<file path="config.mk">
export PLATFORM = sky130hd
export DESIGN_NAME = hbridge_gate_ctrl
export DESIGN_NICKNAME = d
export VERILOG_FILES = /design/src/rtl/hbg_pkg.sv /design/src/rtl/hbg_decode.sv /design/src/rtl/hbg_leg.sv /design/src/rtl/hbridge_gate_ctrl.sv
export SDC_FILE = /design/constraint.sdc
export NUM_CORES = 1
export LEC_CHECK = 0
export BUFFER_PORTS_ARGS = -buffer_cell sky130_fd_sc_hd__buf_4
export CAP_MARGIN = 20
export CORE_UTILIZATION = 47
export DETAILED_ROUTE_END_ITERATION = 8
export MAX_ROUTING_LAYER = met4
export PLACE_DENSITY = 0.69
export SETUP_SLACK_MARGIN = 0.5
export SYNTH_ARGS = -nofsm -noshare
export SYNTH_HDL_FRONTEND = slang
export SYNTH_SLANG_ARGS = --single-unit
</file>
<file path="constraint.sdc">
create_clock -name clk -period 1.5 [get_ports clk]
set_clock_uncertainty 0.15 [all_clocks]
set_input_delay 0.3 -clock clk [delete_from_list [all_inputs] [get_ports clk]]
set_output_delay 0.3 -clock clk [all_outputs]
set_load 0.02 [all_outputs]
</file>
<file path="src/rtl/hbg_pkg.sv">
package hbg_pkg;

    localparam int unsigned NUM_LEGS = 2;

    // Drive mode requested for one leg of the bridge
    typedef enum logic [1:0] {
        LEG_FLOAT = 2'b00,
        LEG_HIGH  = 2'b01,
        LEG_LOW   = 2'b10
    } leg_cmd_e;

endpackage

</file>
<file path="src/rtl/hbg_decode.sv">
module hbg_decode
    import hbg_pkg::*;
(
    input  logic     en_i,
    input  logic     dir1_i,
    input  logic     dir2_i,
    input  logic     chop_i,
    output leg_cmd_e cmd_o [NUM_LEGS]
);

    // mode decode with slow-decay substitution of the low leg
    always_comb begin
        cmd_o[0] = LEG_FLOAT;
        cmd_o[1] = LEG_FLOAT;
        if (en_i) begin
            case ({dir1_i, dir2_i})
                2'b00: begin
                    cmd_o[0] = LEG_LOW;
                    cmd_o[1] = LEG_LOW;
                end
                2'b10: begin
                    cmd_o[0] = LEG_HIGH;
                    cmd_o[1] = chop_i ? LEG_HIGH : LEG_LOW;
                end
                2'b01: begin
                    cmd_o[0] = chop_i ? LEG_HIGH : LEG_LOW;
                    cmd_o[1] = LEG_HIGH;
                end
                default: begin
                    cmd_o[0] = LEG_HIGH;
                    cmd_o[1] = LEG_HIGH;
                end
            endcase
        end
    end

endmodule

</file>
<file path="src/rtl/hbg_leg.sv">
module hbg_leg
    import hbg_pkg::*;
#(
    parameter int unsigned DEAD_CYC = 8
)(
    input  logic     clk,
    input  logic     rst_n,
    input  leg_cmd_e cmd_i,
    output logic     hs_o,
    output logic     ls_o
);

    localparam int unsigned CW = $clog2(DEAD_CYC + 1);
    localparam logic [CW-1:0] GAP_LOAD = CW'(DEAD_CYC - 1);
    localparam logic [CW-1:0] GAP_FULL = CW'(DEAD_CYC);

    typedef struct packed {
        logic          hs;
        logic          ls;
        logic [CW-1:0] wait_cnt;
    } leg_st_t;

    leg_st_t st_d, st_q;

    logic want_hs, want_ls, leaving;

    always_comb begin
        st_d    = st_q;
        want_hs = (cmd_i == LEG_HIGH);
        want_ls = (cmd_i == LEG_LOW);
        leaving = (st_q.hs && !want_hs) || (st_q.ls && !want_ls);
        if (leaving) begin
            // open both switches and arm the dead interval
            st_d.hs       = 1'b0;
            st_d.ls       = 1'b0;
            st_d.wait_cnt = GAP_LOAD;
        end else if (!st_q.hs && !st_q.ls) begin
            if (st_q.wait_cnt != '0) begin
                // the mode is re-read only once the interval has run out
                st_d.wait_cnt = st_q.wait_cnt - 1'b1;
            end else begin
                st_d.hs = want_hs;
                st_d.ls = want_ls;
            end
        end
    end

    always_ff @(posedge clk or negedge rst_n) begin
        if (!rst_n) begin
            st_q <= '0;
        end else begin
            st_q <= st_d;
        end
    end

    assign hs_o = st_q.hs;
    assign ls_o = st_q.ls;

    // Checker support: consecutive cycles with the leg fully open (saturating)
    logic [CW-1:0] a_idle_q;
    always_ff @(posedge clk or negedge rst_n) begin
        if (!rst_n) begin
            a_idle_q <= GAP_FULL;
        end else if (st_q.hs || st_q.ls) begin
            a_idle_q <= '0;
        end else if (a_idle_q != GAP_FULL) begin
            a_idle_q <= a_idle_q + 1'b1;
        end
    end

    a_r6_leg_exclusive: assert property (@(posedge clk) disable iff (!rst_n)
        !(hs_o && ls_o));

    a_r7_dead_gap: assert property (@(posedge clk) disable iff (!rst_n)
        ($rose(hs_o) || $rose(ls_o)) |-> (a_idle_q == GAP_FULL));

    a_r10_held_open: assert property (@(posedge clk) disable iff (!rst_n)
        (!hs_o && !ls_o && a_idle_q < GAP_FULL && cmd_i != LEG_FLOAT) |=> (!hs_o && !ls_o) || (a_idle_q == GAP_FULL));

endmodule

</file>
<file path="src/rtl/hbridge_gate_ctrl.sv">
module hbridge_gate_ctrl
    import hbg_pkg::*;
#(
    parameter int unsigned DEAD_CYC = 8
)(
    input  logic clk,
    input  logic rst_n,
    input  logic en_i,
    input  logic dir1_i,
    input  logic dir2_i,
    input  logic chop_i,
    output logic hs1_o,
    output logic ls1_o,
    output logic hs2_o,
    output logic ls2_o
);

    leg_cmd_e leg_cmd [NUM_LEGS];
    logic     leg_hs  [NUM_LEGS];
    logic     leg_ls  [NUM_LEGS];

    hbg_decode i_decode (
        .en_i   (en_i),
        .dir1_i (dir1_i),
        .dir2_i (dir2_i),
        .chop_i (chop_i),
        .cmd_o  (leg_cmd)
    );

    for (genvar g = 0; g < NUM_LEGS; g++) begin : g_leg
        hbg_leg #(
            .DEAD_CYC (DEAD_CYC)
        ) i_leg (
            .clk   (clk),
            .rst_n (rst_n),
            .cmd_i (leg_cmd[g]),
            .hs_o  (leg_hs[g]),
            .ls_o  (leg_ls[g])
        );
    end

    assign hs1_o = leg_hs[0];
    assign ls1_o = leg_ls[0];
    assign hs2_o = leg_hs[1];
    assign ls2_o = leg_ls[1];

    a_r1_disabled_off: assert property (@(posedge clk) disable iff (!rst_n)
        !en_i |=> !(hs1_o || ls1_o || hs2_o || ls2_o));

    a_r5_lower_brake_no_high: assert property (@(posedge clk) disable iff (!rst_n)
        (en_i && !dir1_i && !dir2_i) |=> (!hs1_o && !hs2_o));

    a_r8_fwd_chop_no_low: assert property (@(posedge clk) disable iff (!rst_n)
        (en_i && dir1_i && !dir2_i && chop_i) |=> !$rose(ls2_o));

    a_r8_rev_chop_no_low: assert property (@(posedge clk) disable iff (!rst_n)
        (en_i && !dir1_i && dir2_i && chop_i) |=> !$rose(ls1_o));

endmodule

</file>
==> results.toml <==
[status]
status = "finished with violations"
violations = "negative setup slack"

[floorplanning]
core_mm2 = 0.001301
rows = 13
fp.dieW_um = 39.42
io_pins = 10
start_util = 0.5058
die_y_um = 39.42
die-area_mm2 = 0.001554

[worst_setup_path]
crit_type = "flip-flop to flip-flop"
max_stage_delay_ps = 540
worstSetupStartpointType = "flip-flop"
cp.arrival_ps = 1790
end_kind = "flip-flop"
crit_required_ps = 1590
path_max_fanout = 3
crit_path_cell_trace = "or4_4 > or4_4 > a2bb2oi_2"
r2r_cells = 3
crit_slowest_cell = "or4_4"
cp_common_cell = "or4_4"

[clocking]
clk_pin_slew_ps = 90
clockBufferDepth = 2
htreeDepth = 1
root_buffer = "clkbuf_4"
cts_sinks = 12
clk_latency_ps = 300
cts_tree = "done"
cts_made_buffers = 3

[cells_and_area]
fill_cells = 39
drive_above_1_share = 0.6698
stdcell_count = 121
nets = 115
synthToLayoutAreaGrowth_pct = 85.93
antenna_cells = 0

[global_route]
grtUsageMet1 = 0.3993
grt_pass1_wl_um = 3042
grt_use_total = 0.3157
met3_usage = 0.03977
overflow = 0
antenna_found_initial = 0
grt_pass1_vias = 668
grt_use_met2 = 0.4918
grt_max_degree = 13
busiest_layer = "met2"

[synthesis]
yosysTopAreaCell = "dfrtp_1"
syn_area_um2 = 658.1
synth_cell_types = 19
synth_top_area_share = 0.4563
syn_avg_cell_area_um2 = 9.538
syn_inst = 69
ys_ff_latch = 12
synth_area_leaders = "dfrtp_1 46%, o211ai_1 6.8%, o21ai_0 5.3%"
syn_nets = 77
synth_warnings = 0
ys_seq_area_frac = 0.4563

[sta]
worstMarginPinSlew_ps = 346.3
setup_viol = 6
finalMaxSlewViolations = 0
whs_ps = 170.0
clock.fmax_mhz = 588.7
rsz0062_at_grt = "yes"
hold_viol = 0
layout_setup_ws_ps = -198.8
slew_headroom = 0.7689
finalCriticalPeriod_ps = 1699
min_period_over_period = 1.133

[pwr]
swShare = 0.4226
pwr-share-comb = 0.641
power.internal_mw = 1.453
switchingPower_mw = 1.064
peakVddDrop_v = 0.001476
p_leak_nw = 0.5168
seqPwrFrac = 0.244
clkPwrFrac = 0.115
p_per_area_mw_per_mm2 = 2057

[routing]
drc = 0
num_vias = 806
wl_per_cell_um = 24.50
ant_nets = 0
dr.pass1.iters = 4
initialDrtViolationCount = 38
vias_per_cell = 6.661
routed_wl_um = 2964

[worst_hold_path]
min_path_type = "input pin to flip-flop"
holdPathStages = 3

[job]
cap_violations = 0

[place]
portBuffers = 9
gp_congestion = 0.7974
dp.cells = 101
place_hpwl_um = 1086
==> worst max-delay path: cells and delay by family (launching register included) <==
family             cells  cell delay (ps)
AOI/OAI and AO/OA      1              120
DFF                    1              410
and+or+nand+nor        2              970
==> state kept, by name (all words and copies together) (netlist names) <==
register,cells
g_leg.i_leg.hs_o,2
g_leg.i_leg.st_q,8
g_leg.i_leg.ls_o,2
==> final timing paths <==
| kind | from | endpoint | slack, ps |
|---|---|---|---|
| max | g_leg[0].i_leg.st_q[1] | g_leg[0].i_leg.st_q[3] | -200 |
| min | en_i | g_leg[1].i_leg.ls_o | 170 |
| max reg2reg | g_leg[0].i_leg.st_q[1] | g_leg[0].i_leg.st_q[3] | -200 |
| min reg2reg | g_leg[0].i_leg.st_q[1] | g_leg[0].i_leg.st_q[1] | 480 |
| max in group asynchronous | rst_n | g_leg[1].i_leg.hs_o | 800 |
| min in group asynchronous | rst_n | g_leg[1].i_leg.st_q[0] | 220 |
==> what timing repair did <==
action,CTS,global route
endpoints found under the setup margin,16,16
hold buffers,1,0
setup buffers,6,9
pin swaps,5,11
cloned,0,0
gates resized for setup,17,25
hold endpoints to repair,12,0
==> power groups by stage <==
stage	Clock (mW)	Combinational, mW	Sequential, mW
floorplan	0	0.562	0.603
global placement	0	0.873	0.564
detailed placement	0	0.897	0.578
CTS	0.268	1.08	0.583
global route	0.305	1.68	0.623
finish	0.290	1.61	0.614
==> layout by cell type, fill, tap and decap left out <==
cell           count
clkbuf_4           3
nand4b_1           2
or2_4              1
nor3_1             1
clkbuf_8           1
nor2_4             2
or3_1              4
o21ai_0            5
o21ai_2            1
o21ai_1            1
dfrtp_1            8
a2bb2oi_1          1
dfrtp_2            4
mux2i_4            2
nor3_4             1
dlygate4sd3_1      1
a2bb2oi_2          1
or2_1              1
buf_6             16
o41ai_4            1
o211ai_1           6
a21oi_2            2
nor2_2             3
nor3b_2            2
or4_4              2
ha_4               2
nor2_1             2
nor3_2             1
buf_4             16
nor3b_4            2
nand2b_4           4
inv_2              4
nand3_1            1
inv_1              2
==> synth_stat cells <==
cell type and count:
dfrtp_1 12, nor2_1 7, o21ai_0 7, inv_1 6
o211ai_1 6, nor3b_1 4, or3_1 4, nand2b_1 3
nor3_1 3, a21oi_1 2, a2bb2oi_1 2, ha_1 2
mux2i_1 2, nand4b_1 2, or2_1 2, or4_1 2
nand2b_2 1, nand3_1 1, o41ai_1 1
==> final cells by class <==
type | count | area [µm²] | area share
clock buffer | 4 | 36.28 | 0.02965
multi-input combinational | 51 | 530.5 | 0.4335
inverter | 6 | 22.52 | 0.01840
tap | 15 | 18.77 | 0.01534
timing repair buffer | 33 | 310.3 | 0.2536
sequential | 12 | 305.3 | 0.2495
==> kinds of logic after synthesis <==
kind of cell | count (synthesis) | share of synthesized area
muxes | 2 | 0.03042
buffers and inverters | 6 | 0.03422
AOI/OAI and AO/OA | 18 | 0.1768
adders and majority gates | 2 | 0.03802
DFF | 12 | 0.4563
and+or+nand+nor | 29 | 0.2642
==> metrics by stage <==
step / TNS, ps / instance area, µm² / util / total power [mW] / setup WS (ps)
6_report: -555.1 / 1224 / 0.9404 / 2.517 / -198.8
5_1_grt: -899.5 / 1224 / 0.9404 / 2.610 / -231.1
4_1_cts: -272.4 / 1049 / 0.8058 / 1.932 / -238.3
3_5_place_dp: -244.4 / 882.1 / 0.6779 / 1.475 / -244.4
3_3_place_gp: -136.0 / 882.1 / 0.6779 / 1.437 / -136.0
2_1_floorplan: -166.8 / 735.7 / - / 1.165 / -166.8
==> routing by layer <==
metal / vias to the layer above / wire, µm
li1: 333 / -
met1: 398 / 1056
met2: 53 / 1526
met3: 22 / 213
met4: 0 / 168
met5: - / 0
Note: power is estimated with default switching activity, not from simulation.
